$ cat src/rtl/spis_pkg.sv
package spis_pkg;
  localparam int unsigned BYTE_W = 8;
  localparam int unsigned EV_N   = 3;
  localparam int unsigned EV_TXD = 0;
  localparam int unsigned EV_RXC = 1;
  localparam int unsigned EV_OVR = 2;
endpackage

$ cat src/rtl/spis_sync.sv
module spis_sync #(
  parameter int unsigned   W       = 1,
  parameter logic [W-1:0]  RST_VAL = '0
) (
  input  logic         clk_i,
  input  logic         rst_ni,
  input  logic [W-1:0] d_i,
  output logic [W-1:0] q_o
);
  logic [W-1:0] meta_q, sync_q;

  always_ff @(posedge clk_i or negedge rst_ni) begin
    if (!rst_ni) begin
      meta_q <= RST_VAL;
      sync_q <= RST_VAL;
    end else begin
      meta_q <= d_i;
      sync_q <= meta_q;
    end
  end

  assign q_o = sync_q;
endmodule

$ cat src/rtl/spis_shift.sv
module spis_shift import spis_pkg::*; (
  input  logic              clk_i,
  input  logic              rst_ni,
  input  logic              sck_i,
  input  logic              mosi_i,
  input  logic              sel_i,
  input  logic              arm_i,
  input  logic [BYTE_W-1:0] load_i,
  output logic              byte_done_o,
  output logic [BYTE_W-1:0] byte_o,
  output logic              sel_end_o,
  output logic              miso_o
);
  localparam int unsigned BIT_W = $clog2(BYTE_W);

  logic              sck_q, sel_q;
  logic [BIT_W-1:0]  bit_q;
  logic [BYTE_W-1:0] in_q, out_q;
  logic              active, rise, fall;

  assign active = sel_i & arm_i;
  assign rise   = active & sck_i & ~sck_q;
  assign fall   = active & ~sck_i & sck_q;

  always_ff @(posedge clk_i or negedge rst_ni) begin
    if (!rst_ni) begin
      sck_q <= 1'b0;
      sel_q <= 1'b0;
      bit_q <= '0;
      in_q  <= '0;
      out_q <= '1;
    end else begin
      sck_q <= sck_i;
      sel_q <= sel_i;
      if (!active) begin
        bit_q <= '0;
        out_q <= load_i;
      end else begin
        if (rise) begin
          in_q  <= {in_q[BYTE_W-2:0], mosi_i};
          bit_q <= bit_q + BIT_W'(1);
        end
        // bit counter back at zero on a fall: next byte goes out
        if (fall) out_q <= (bit_q == '0) ? load_i : {out_q[BYTE_W-2:0], 1'b1};
      end
    end
  end

  assign byte_done_o = rise && (bit_q == BIT_W'(BYTE_W-1));
  assign byte_o      = {in_q[BYTE_W-2:0], mosi_i};
  assign sel_end_o   = sel_q & ~sel_i;
  assign miso_o      = out_q[BYTE_W-1];
endmodule

$ cat src/rtl/spis_rx_ring.sv
module spis_rx_ring import spis_pkg::*; #(
  parameter  int unsigned BUF_DEPTH = 16,
  parameter  int unsigned RING_N    = 4,
  localparam int unsigned ADDR_W    = $clog2(BUF_DEPTH),
  localparam int unsigned CNT_W     = $clog2(BUF_DEPTH+1),
  localparam int unsigned PTR_W     = (RING_N > 1) ? $clog2(RING_N) : 1
) (
  input  logic                    clk_i,
  input  logic                    rst_ni,
  input  logic                    byte_done_i,
  input  logic [BYTE_W-1:0]       byte_i,
  input  logic                    sel_end_i,
  input  logic [RING_N-1:0]       give_i,
  input  logic [PTR_W-1:0]        rd_desc_i,
  input  logic [ADDR_W-1:0]       rd_addr_i,
  output logic [BYTE_W-1:0]       rd_data_o,
  output logic [RING_N-1:0]       empty_o,
  output logic [RING_N*CNT_W-1:0] count_o,
  output logic [PTR_W-1:0]        ptr_o,
  output logic                    close_o,
  output logic                    ovr_o
);
  localparam int unsigned MEM_N  = RING_N * BUF_DEPTH;
  localparam int unsigned MEM_AW = $clog2(MEM_N);

  logic [BYTE_W-1:0] mem_q [MEM_N];
  logic [RING_N-1:0] empty_q;
  logic [CNT_W-1:0]  cnt_q [RING_N];
  logic [PTR_W-1:0]  ptr_q, ptr_nxt;
  logic              cur_empty, last_slot, store, close_part;
  logic [CNT_W-1:0]  cur_cnt;
  logic [MEM_AW-1:0] wr_addr, rd_addr;

  assign cur_empty  = empty_q[ptr_q];
  assign cur_cnt    = cnt_q[ptr_q];
  assign last_slot  = cur_cnt == CNT_W'(BUF_DEPTH-1);
  assign ptr_nxt    = (ptr_q == PTR_W'(RING_N-1)) ? PTR_W'(0) : ptr_q + PTR_W'(1);
  assign store      = byte_done_i && cur_empty;
  assign close_part = !byte_done_i && sel_end_i && cur_empty && (cur_cnt != '0);
  assign wr_addr    = MEM_AW'(ptr_q) * MEM_AW'(BUF_DEPTH) + MEM_AW'(cur_cnt);
  assign rd_addr    = MEM_AW'(rd_desc_i) * MEM_AW'(BUF_DEPTH) + MEM_AW'(rd_addr_i);

  always_ff @(posedge clk_i or negedge rst_ni) begin
    if (!rst_ni) begin
      empty_q <= '0;
      ptr_q   <= '0;
      for (int i = 0; i < RING_N; i++) cnt_q[i] <= '0;
    end else begin
      for (int i = 0; i < RING_N; i++) begin
        if (give_i[i]) begin
          empty_q[i] <= 1'b1;
          cnt_q[i]   <= '0;
        end
      end
      if (store) begin
        cnt_q[ptr_q] <= cur_cnt + CNT_W'(1);
        if (last_slot) begin
          empty_q[ptr_q] <= 1'b0;
          ptr_q          <= ptr_nxt;
        end
      end else if (close_part) begin
        empty_q[ptr_q] <= 1'b0;
        ptr_q          <= ptr_nxt;
      end
    end
  end

  always_ff @(posedge clk_i) begin
    if (store) mem_q[wr_addr] <= byte_i;
  end

  for (genvar g = 0; g < RING_N; g++) begin : g_cnt
    assign count_o[g*CNT_W +: CNT_W] = cnt_q[g];
  end

  assign rd_data_o = mem_q[rd_addr];
  assign empty_o   = empty_q;
  assign ptr_o     = ptr_q;
  assign close_o   = (store && last_slot) || close_part;
  assign ovr_o     = byte_done_i && !cur_empty;
endmodule

$ cat src/rtl/spis_ring_slave.sv
module spis_ring_slave import spis_pkg::*; #(
  parameter  int unsigned BUF_DEPTH = 16,
  parameter  int unsigned RING_N    = 4,
  localparam int unsigned ADDR_W    = $clog2(BUF_DEPTH),
  localparam int unsigned CNT_W     = $clog2(BUF_DEPTH+1),
  localparam int unsigned PTR_W     = (RING_N > 1) ? $clog2(RING_N) : 1
) (
  input  logic                    clk_i,
  input  logic                    rst_ni,
  input  logic                    start_i,
  input  logic [CNT_W-1:0]        tx_len_i,
  input  logic                    tx_we_i,
  input  logic [ADDR_W-1:0]       tx_waddr_i,
  input  logic [BYTE_W-1:0]       tx_wdata_i,
  input  logic [RING_N-1:0]       rx_give_i,
  input  logic [PTR_W-1:0]        rx_rd_desc_i,
  input  logic [ADDR_W-1:0]       rx_rd_addr_i,
  output logic [BYTE_W-1:0]       rx_rd_data_o,
  output logic [RING_N-1:0]       rx_empty_o,
  output logic [RING_N*CNT_W-1:0] rx_count_o,
  input  logic [EV_N-1:0]         ev_clr_i,
  input  logic [EV_N-1:0]         irq_en_i,
  output logic [EV_N-1:0]         ev_o,
  output logic                    irq_o,
  input  logic                    sck_i,
  input  logic                    mosi_i,
  input  logic                    sel_ni,
  output logic                    miso_o
);
  logic [2:0]        sync_q;
  logic              sck_s, mosi_s, sel_act;
  logic [BYTE_W-1:0] tx_mem [BUF_DEPTH];
  logic              armed_q, tx_left;
  logic [CNT_W-1:0]  tx_len_q, tx_idx_q;
  logic [BYTE_W-1:0] load_byte, rx_byte;
  logic              byte_done, sel_end, rx_close, rx_ovr, tx_done;
  logic [PTR_W-1:0]  rx_ptr;
  logic [EV_N-1:0]   ev_q, ev_set;

  spis_sync #(.W(3), .RST_VAL(3'b100)) u_sync (
    .clk_i, .rst_ni,
    .d_i ({sel_ni, mosi_i, sck_i}),
    .q_o (sync_q)
  );
  assign sel_act = ~sync_q[2];
  assign mosi_s  = sync_q[1];
  assign sck_s   = sync_q[0];

  always_ff @(posedge clk_i) begin
    if (tx_we_i) tx_mem[tx_waddr_i] <= tx_wdata_i;
  end

  assign tx_left   = tx_idx_q < tx_len_q;
  assign load_byte = (armed_q && tx_left) ? tx_mem[tx_idx_q[ADDR_W-1:0]] : '1;
  assign tx_done   = byte_done && tx_left && ((tx_idx_q + CNT_W'(1)) == tx_len_q);

  always_ff @(posedge clk_i or negedge rst_ni) begin
    if (!rst_ni) begin
      armed_q  <= 1'b0;
      tx_len_q <= '0;
      tx_idx_q <= '0;
    end else if (start_i) begin
      armed_q  <= 1'b1;
      tx_idx_q <= '0;
      tx_len_q <= (tx_len_i > CNT_W'(BUF_DEPTH)) ? CNT_W'(BUF_DEPTH) : tx_len_i;
    end else if (byte_done && tx_left) begin
      tx_idx_q <= tx_idx_q + CNT_W'(1);
    end
  end

  spis_shift u_shift (
    .clk_i, .rst_ni,
    .sck_i       (sck_s),
    .mosi_i      (mosi_s),
    .sel_i       (sel_act),
    .arm_i       (armed_q),
    .load_i      (load_byte),
    .byte_done_o (byte_done),
    .byte_o      (rx_byte),
    .sel_end_o   (sel_end),
    .miso_o      (miso_o)
  );

  spis_rx_ring #(.BUF_DEPTH(BUF_DEPTH), .RING_N(RING_N)) u_ring (
    .clk_i, .rst_ni,
    .byte_done_i (byte_done),
    .byte_i      (rx_byte),
    .sel_end_i   (sel_end),
    .give_i      (rx_give_i),
    .rd_desc_i   (rx_rd_desc_i),
    .rd_addr_i   (rx_rd_addr_i),
    .rd_data_o   (rx_rd_data_o),
    .empty_o     (rx_empty_o),
    .count_o     (rx_count_o),
    .ptr_o       (rx_ptr),
    .close_o     (rx_close),
    .ovr_o       (rx_ovr)
  );

  always_comb begin
    ev_set         = '0;
    ev_set[EV_TXD] = tx_done;
    ev_set[EV_RXC] = rx_close;
    ev_set[EV_OVR] = rx_ovr;
  end

  always_ff @(posedge clk_i or negedge rst_ni) begin
    if (!rst_ni) ev_q <= '0;
    else         ev_q <= (ev_q & ~ev_clr_i) | ev_set;
  end

  assign ev_o  = ev_q;
  assign irq_o = |(ev_q & irq_en_i);
endmodule

$ cat config.mk
export PLATFORM = sky130hd
export DESIGN_NAME = spis_ring_slave
export DESIGN_NICKNAME = d
export VERILOG_FILES = /design/src/rtl/spis_pkg.sv /design/src/rtl/spis_sync.sv /design/src/rtl/spis_shift.sv /design/src/rtl/spis_rx_ring.sv /design/src/rtl/spis_ring_slave.sv
export SDC_FILE = /design/constraint.sdc
export NUM_CORES = 1
export LEC_CHECK = 0
export ABC_CLOCK_PERIOD_IN_PS = 6500
export BUFFER_PORTS_ARGS = -buffer_cell sky130_fd_sc_hd__clkbuf_2
export CAP_MARGIN = 20
export CORE_ASPECT_RATIO = 1.1
export CORE_MARGIN = 10
export CORE_UTILIZATION = 50
export CTS_CLUSTER_DIAMETER = 150
export DETAILED_ROUTE_END_ITERATION = 12
export HOLD_SLACK_MARGIN = 0.06
export PLACE_DENSITY = 0.66
export SYNTH_ARGS = -nofsm -noshare
export SYNTH_HDL_FRONTEND = slang
export SYNTH_SLANG_ARGS = --single-unit
$ cat constraint.sdc
create_clock -name clk_i -period 6.5 [get_ports clk_i]
set_clock_uncertainty 0.1 [all_clocks]
set_input_delay 1.625 -clock clk_i [delete_from_list [all_inputs] [get_ports clk_i]]
set_output_delay 1.625 -clock clk_i [all_outputs]
set_load 0.1 [all_outputs]
# After elaboration in Yosys (flattened, before gate mapping)
# Memory sizes are Yosys's and may differ from the RTL's.
# Cells that the tools add are included.
# op_classes
add_sub_neg,6
magnitude_cmp,6
eq_ne,7
mux,39
n_bitwise,16
n_reduce_logical,22
# ops
operator,n
5-bit 2-to-1 mux,10
8-bit 2-to-1 mux,4
20-bit bitwise mux,1
20-bit 2-to-1 mux,1
1-bit logical AND,12
4-bit 2-to-1 mux,3
"5-bit by 1-bit adder with 5-bit output, second input constant",2
5-bit binary-select mux with 2-bit select,1
5-bit demux with 2-bit select,1
1-bit 2-to-1 mux,10
2-bit 2-to-1 mux,4
6-bit by 4-bit adder with 6-bit output,1
6-bit by 5-bit adder with 6-bit output,1
1-bit AND,6
3-bit AND,2
3-bit 2-to-1 mux,2
"5-bit by 4-bit == test with 1-bit output, second input constant",1
5-bit == test,1
"5-bit greater-than comparator, second input constant",1
5-bit < comparator,1
5-bit nonzero test,1
4-bit AND,1
"2-bit inequality test, second input constant",2
4-bit inverter,1
other kinds (21),26
# totals
regBits,66
mem_bits_rw,640
mem_count,2
# mem_list
name,words,word_bits,rd,rd_clocked_by_memory_dff,write_ports,line,source
u_ring.mem_q,64,8,1,0,1,spis_rx_ring.sv:26,logic [BYTE_W-1:0] mem_q [MEM_N];
tx_mem,16,8,1,0,1,spis_ring_slave.sv:32,logic [BYTE_W-1:0] tx_mem [BUF_DEPTH];

# Longest topological paths before layout
# Gate-level depths: netlist of the first run.
# logic_depth
ltp_word,11
ltp_mapped,10
ltp_nobuf,7

# Modules after synthesis
# Synthesis of the first run repeated with hierarchy kept, for this count alone.
# unflattened
cells_unflattened,1415
area_unflattened_um2,27994.3
# by_module_without_submodules
module,instances,cells_each,area_each_um2,seq_area_each_um2
spis_rx_ring,1,1016,21074.0,16025.4
spis_ring_slave,1,309,5760.5,4194.0
spis_shift,1,84,1007.2,510.5
spis_sync,1,6,152.6,152.6

# Least setup slack after synthesis of the first run
# Ideal clock, no wire load.
# synth_path
path_kind,input to output
startpoint,input port rx_rd_addr_i[2]
endpoint,output port rx_rd_data_o[0]
arrival_ns,4.998
required_time_ns,4.775
slack_ns,-0.223
stages,6
n_path_buf,3
path_cell_list,buf_2 clkbuf_1 buf_2 a211oi_1 o41a_1 o31ai_1
# synth_via
elab_chain_cells,2
# synth_rtl
element,line,source
start: declaration,spis_ring_slave.sv:17,"input logic [ADDR_W-1:0] rx_rd_addr_i,"
6-bit by 4-bit adder with 6-bit output,spis_rx_ring.sv:41,assign rd_addr = MEM_AW'(rd_desc_i) * MEM_AW'(BUF_DEPTH) + MEM_AW'(rd_addr_i);
memory 64 x 8 bit,n/a,
end: declaration,spis_ring_slave.sv:18,"output logic [BYTE_W-1:0] rx_rd_data_o,"
# Every way passes these cells.

# Final worst setup path of the first run
# layout_path
startpoint,input port rx_rd_addr_i[0]
endpoint,output port rx_rd_data_o[3]
# Same word-level chain as after synthesis.

==> out/metrics.csv, run 1 <==
metric;value;unit
busiest_layer;met2;
leakage;10.3;nW
cts_root_buffer;clkbuf_16;
crit_arrival;4.27;ns
synth_top_cell_by_area;edfxtp_1;
synth_compound_area_frac;0.0323;
clock_path_buffers;3;
rsz0062_at_grt;no;
die_w;245;µm
synth_cell_type_count;53;
met3_usage;0.0367;
ant_nets;0;
post_drt_via_cell_ratio;6.01;
grt-ovfl-total;0;
postSynthCellCount;1411;
required;4.78;ns
dr.pass1.iters;5;
hold_path.class;reg2reg;
yosysWarnings;0;
status;finished, final reports clean;
num_rows;90;
cts_hold_buf;0;
yosysTopAreaCellShare;0.689;
synthSimpleGateAreaFrac;0.0460;
coreArea;55100;µm²
synth_xor_xnor_area_share;0.00314;
cts_buffers;73;
cts_setup_buffers;0;
grt_pass1_wl;93000;µm
die_h;268;µm
io_buffer_count;76;
drive_gt1_frac;0.275;
worst_pin_slew;1.01;ns
ys_seq_area_frac;0.748;
met1_usage;0.255;
fin_crit_sh;0.922;
yosys_register_bits;706;
use_met2;0.310;
hold_violations;0;
slew_violations;0;
htreeDepth;3;
yosys-mux-area-fraction;0.147;
first_global_vias;14500;
drt_drc_violations_left;0;
clkTransAtPathRegs;0.05;ns
fmax;167;MHz
syn_area;27900;µm²
synth_fp_nets;1468;
p_per_area;327;nW/µm²
synth_edf_count;640;
synth.most_common_cell;edfxtp_1;
avgSynthCellArea;19.8;µm²
clock-sinks;706;
slew_headroom;0.327;
area.growth.synth_to_final;13.3;%
ys_top_cells_by_count;edfxtp_1 (640), mux4_2 (166), nor2_1 (111);
grt_max_degree;67;
antenna_found_initial;0;
criticalPathCategory;in2out;
routedWlPerCell;26.2;µm
synthTopCellsByArea;edfxtp_1 (69%), mux4_2 (13%), dfrtp_1 (5.0%);
max-vdd-ir-drop;238;µV
cts_tree;done;
endpoint_kind;primary output;
gp_congestion;0.810;
final_nets;1589;
synthFlopType;edfxtp_1;
routed_wl;61000;µm
dieArea;65700;µm²
drv_cap;0;
setup_violations;0;
clock_latency;0.60;ns
final_util;0.574;
start_util;0.507;
antenna_cells;0;
r2r_slack;2.83;ns
worst_setup_path_start_kind;input port;
track_usage;0.190;
fin_setup_tns;0;ns
dp_hpwl;38500;µm
synth_fa_ha_area_frac;0.00762;
synthArstFlopShare;0.0935;
synth_top_family_by_area;multiplexers;
vias;14000;
cts_resized;0;
num_io_pins;77;
period_minus_slack;5.99;ns
crit_fanout;52;
drt_iter0_drc;1224;
stage by stage:
step	cell area (µm²)	cells	power, mW	setup slack, ns	hold slack [ns]
final	31600	2324	10.3	0.506	0.252
after global routing	31600	2324	10.7	0.330	0.262
after CTS	31600	2322	10.4	0.513	0.253
after detailed placement	29200	2191	6.32	0.513	0.240
after global placement	29200	2190	6.28	0.516	0.236
after floorplan	27900	1411	5.96	0.640	0.231
kinds of logic (layout without fill, tap and decap cells):
| kind of cell | count (synthesis) | after routing |
|---|---|---|
| and+or+nand+nor | 257 | 257 |
| muxes | 200 | 200 |
| buffers and inverters | 85 | 262 |
| adders and majority gates | 17 | 17 |
| xor gates and xnor gates | 10 | 10 |
| DFF | 706 | 706 |
| AOI/OAI and AO/OA | 136 | 136 |
worst max-delay path: stages:
cell and delay (ns):
clkbuf_8 0.50, buf_12 0.28, buf_4 0.22, mux4_2 0.52, o22ai_1 0.21, nor4_1 0.08, mux2_2 0.29, clkbuf_2 0.38
cell type report:
| cell class | instances | area [µm²] |
|---|---|---|
| multi-input combinational | 620 | 6620 |
| clock buffer | 96 | 1980 |
| inverter | 21 | 78.8 |
| timing repair buffer | 110 | 737 |
| fill | 4039 | 23500 |
| sequential | 706 | 20900 |
| tap | 736 | 921 |
| clock inverter | 35 | 388 |
per-layer routing:
metal	wire length, µm	vias up	part of all wire
li1	-	6023	-
met1	24300	7305	0.40
met2	30500	558	0.50
met3	4640	84	0.076
met4	1470	0	0.024
met5	0	-	0
final timing paths:
check,start,cells past startpoint,endpoint
worst max register to register,u_ring.ptr_o[0],6,u_ring.mem_q[8][5]
min in group asynchronous,rst_ni,2,u_ring.empty_o[1]
max in group asynchronous,rst_ni,2,u_shift.in_q[2]
worst min register to register,u_sync.meta_q[0],0,u_sync.q_o[0]
worst max-delay path,rx_rd_addr_i[0],8,rx_rd_data_o[3]
worst min-delay path,u_sync.meta_q[0],0,u_sync.q_o[0]
power breakdown:
part / total, mW / switching [mW] / internal (mW)
sequential: 5.49 / 0.144 / 5.35
combinational: 0.742 / 0.532 / 0.211
clock: 4.10 / 1.70 / 2.40
cells in the final DEF, fill, tap and decap left out, types with 5 or more instances in the layout:
cell type	Yosys	layout
nand2b_1	9	9
inv_1	21	21
nand2_1	39	39
clkbuf_16	0	76
dfrtp_2	0	9
edfxtp_1	640	640
nand3_1	13	13
o22ai_1	42	42
clkinv_2	0	9
clkinv_1	0	8
clkbuf_1	25	20
o21a_1	8	8
buf_12	0	7
clkbuf_2	1	71
buf_4	12	29
dfstp_2	10	10
o22a_1	8	8
a211oi_1	5	5
mux2_2	19	19
nor2b_1	15	15
dfrtp_1	56	47
o21ai_0	32	32
ha_1	17	17
bufinv_16	0	6
nor2_1	111	111
nor4_1	8	8
nand3b_1	23	23
o211ai_1	5	5
mux4_2	166	166
nand3_2	5	5
nor3_1	13	13
mux2i_1	13	13
a21oi_1	11	11
xor2_1	6	6
registers in the layout, summed over array words and instances (netlist names):
| register | cells |
|---|---|
| u_sync.q_o | 3 |
| u_shift.sel_q | 1 |
| u_ring.ptr_o | 2 |
| u_ring.count_o | 20 |
| u_sync.meta_q | 3 |
| tx_idx_q | 5 |
| u_shift.bit_q | 3 |
| u_ring.empty_o | 4 |
| u_shift.in_q | 7 |
| u_shift.out_q | 8 |
| tx_len_q | 5 |
| ev_o | 3 |
| u_ring.mem_q | 512 |
| tx_mem | 128 |
| u_shift.sck_q | 1 |
| armed_q | 1 |
Power figures use the tool's default switching activity.
==> run 2: changes to the inputs <==
- SYNTH_HIERARCHICAL: not set -> 1
==> run 2 against run 1 <==
Effect of this change:
- area after synthesis rose by 0.31%
- synthesized cell count up 0.28%
- global-route usage shrank 0.16 points
- die area grew 0.29%
- fmax rose by 5.8%
- non-clock buffer count is 3 lower
- largest power group unchanged
- largest cell class unchanged
- core utilization decreased by 0.43 points
- clock-buffer cell count down 4
==> out/metrics.csv, run 2 <==
metric;value;unit
status;finished, final reports clean;
io_buffer_count;76;
min_to;u_sync/q_o[2];
cp_slowest_stage_delay;0.52;ns
clock-sinks;706;
postSynthCellCount;1415;
die_w;246;µm
avgSynthCellArea;19.8;µm²
synth_top_cell_by_area;edfxtp_1;
clkTransAtPathRegs;0.06;ns
drt_iter0_drc;1209;
grt_pass1_wl;92400;µm
worst_pin_slew;0.994;ns
layout_commonest_cell;edfxtp_1;
routed_wl;61300;µm
clock_latency;0.60;ns
synth_edf_count;640;
cp_cell_sequence;clkbuf_8, buf_4, mux4_2, nor2b_1, a211oi_1, nor3_1, a22o_1, clkbuf_2;
routedWlPerCell;26.5;µm
hold_violations;0;
fin_cells;2312;
start_util;0.507;
holdWs;0.236;ns
area.growth.synth_to_final;12.3;%
dp_cells;2188;
track_usage;0.189;
ant_nets;0;
final_cell_mix;edfxtp_1 (640), mux4_2 (167), nor2_1 (106), clkbuf_16 (76), clkbuf_2 (70);
max-vdd-ir-drop;241;µV
final_util;0.570;
syn_area;28000;µm²
ys_top_cells_by_count;edfxtp_1 (640), mux4_2 (167), nor2_1 (106);
cts_setup_buffers;0;
setup_violations;0;
cts_tree;done;
r2r_cells;4;
grt-ovfl-total;0;
holdPathStages;0;
fin_setup_tns;0;ns
antenna_found_initial;2;
hold_path.class;reg2reg;
r2r_slack;2.67;ns
num_rows;90;
final_nets;1586;
largest_reg_flops;512;
htreeDepth;3;
coreArea;55200;µm²
first_global_vias;14300;
yosys_register_bits;706;
slew_headroom;0.335;
worst_setup_path_start_kind;input port;
synth_fp_nets;1473;
crit_fanout;19;
rsz0062_at_grt;no;
dr.pass1.iters;5;
yosysTopAreaCellShare;0.687;
synth_cell_type_count;56;
num_io_pins;77;
die_h;268;µm
r2r_start;u_ring/ptr_o[0];
clock_path_buffers;3;
dp_hpwl;39300;µm
crit_family;buffers and inverters;
gp_congestion;0.813;
vias;13900;
cts_root_buffer;clkbuf_16;
worstHoldStart;u_sync/meta_q[2];
crit_arrival;3.94;ns
fin_crit_sh;0.872;
yosysWarnings;6;
synthTopCellsByArea;edfxtp_1 (69%), mux4_2 (13%), dfrtp_1 (5.0%);
drt_drc_violations_left;0;
post_drt_via_cell_ratio;6.03;
regMostFlops;u_ring/mem_q;
r2r_end;u_ring/mem_q[52][2];
synthFlopType;edfxtp_1;
period_minus_slack;5.67;ns
synth.most_common_cell;edfxtp_1;
criticalPathCategory;in2out;
cts_hold_buf;0;
slew_violations;0;
synthArstFlopShare;0.0935;
cpMaxStageDelayCell;mux4_2;
cts_buffers;73;
drive_gt1_frac;0.263;
fmax;176;MHz
required;4.78;ns
p_per_area;324;nW/µm²
worstPathBufferInverterCount;3;
drv_cap;0;
leakage;10.2;nW
grt_max_degree;67;
endpoint_kind;primary output;
dieArea;65900;µm²
ys_seq_area_frac;0.746;
cts_resized;0;
-- run 2: cell types whose count changed after synthesis, sizes merged, moves of 9 or more --
cell / change
o21ai: +12
nand2: -17
a22oi: +16
nand3: +11
mux2: -9
buf: +12
-- run 2: cell type report --
cell class | instances | area, µm²
inverter | 23 | 86.3
clock inverter | 30 | 268
timing repair buffer | 107 | 719
antenna | 1 | 2.50
tap | 736 | 921
clock buffer | 92 | 1960
sequential | 706 | 20900
fill | 4098 | 23700
multi-input combinational | 617 | 6590
-- run 2: metal layers --
layer | up-vias | track usage | wire, µm
li1 | 6031 | - | -
met1 | 7286 | 0.248 | 24900
met2 | 507 | 0.304 | 30400
met3 | 121 | 0.0414 | 4080
met4 | 2 | 0.0738 | 1930
met5 | - | 0 | 13
-- run 2: kinds of logic (layout without fill, tap and decap cells) --
group / Yosys count / count (layout) / share of synthesized area
flops: 706 / 706 / 0.746
mux: 186 / 186 / 0.143
buf+inv: 92 / 252 / 0.0186
compound gates: 155 / 155 / 0.0363
xor+xnor: 9 / 9 / 0.00282
simple gates: 249 / 249 / 0.0454
fa+ha+maj: 18 / 18 / 0.00805
other cells: 0 / 1 / 0
-- run 2: power by group --
part	switching, mW	internal (mW)	total (mW)
logic	0.525	0.212	0.738
clock network	1.65	2.29	3.94
registers	0.152	5.34	5.49
total	2.33	7.84	10.2
-- run 2: how the worst max path moves through the flow --
| stage | from | end | slack, ns | cells after the start |
|---|---|---|---|---|
| global placement | rx_rd_addr_i[0] | rx_rd_data_o[5] | 0.83 | 8 |
| floorplan | rx_rd_addr_i[1] | rx_rd_data_o[2] | 0.63 | 6 |
| finish | rx_rd_addr_i[0] | rx_rd_data_o[3] | 0.83 | 8 |
| CTS | rx_rd_addr_i[0] | rx_rd_data_o[3] | 0.82 | 8 |
| detailed placement | rx_rd_addr_i[0] | rx_rd_data_o[5] | 0.83 | 8 |
| global route | rx_rd_addr_i[0] | rx_rd_data_o[3] | 0.66 | 8 |
-- run 2: stage by stage --
step	total power [mW]	worst slack, ns	instance area [µm²]
final	10.2	0.832	31400
after global routing	10.5	0.663	31400
after CTS	10.3	0.820	31400
after detailed placement	6.34	0.830	29200
after global placement	6.30	0.834	29200
after floorplan	5.96	0.633	28000
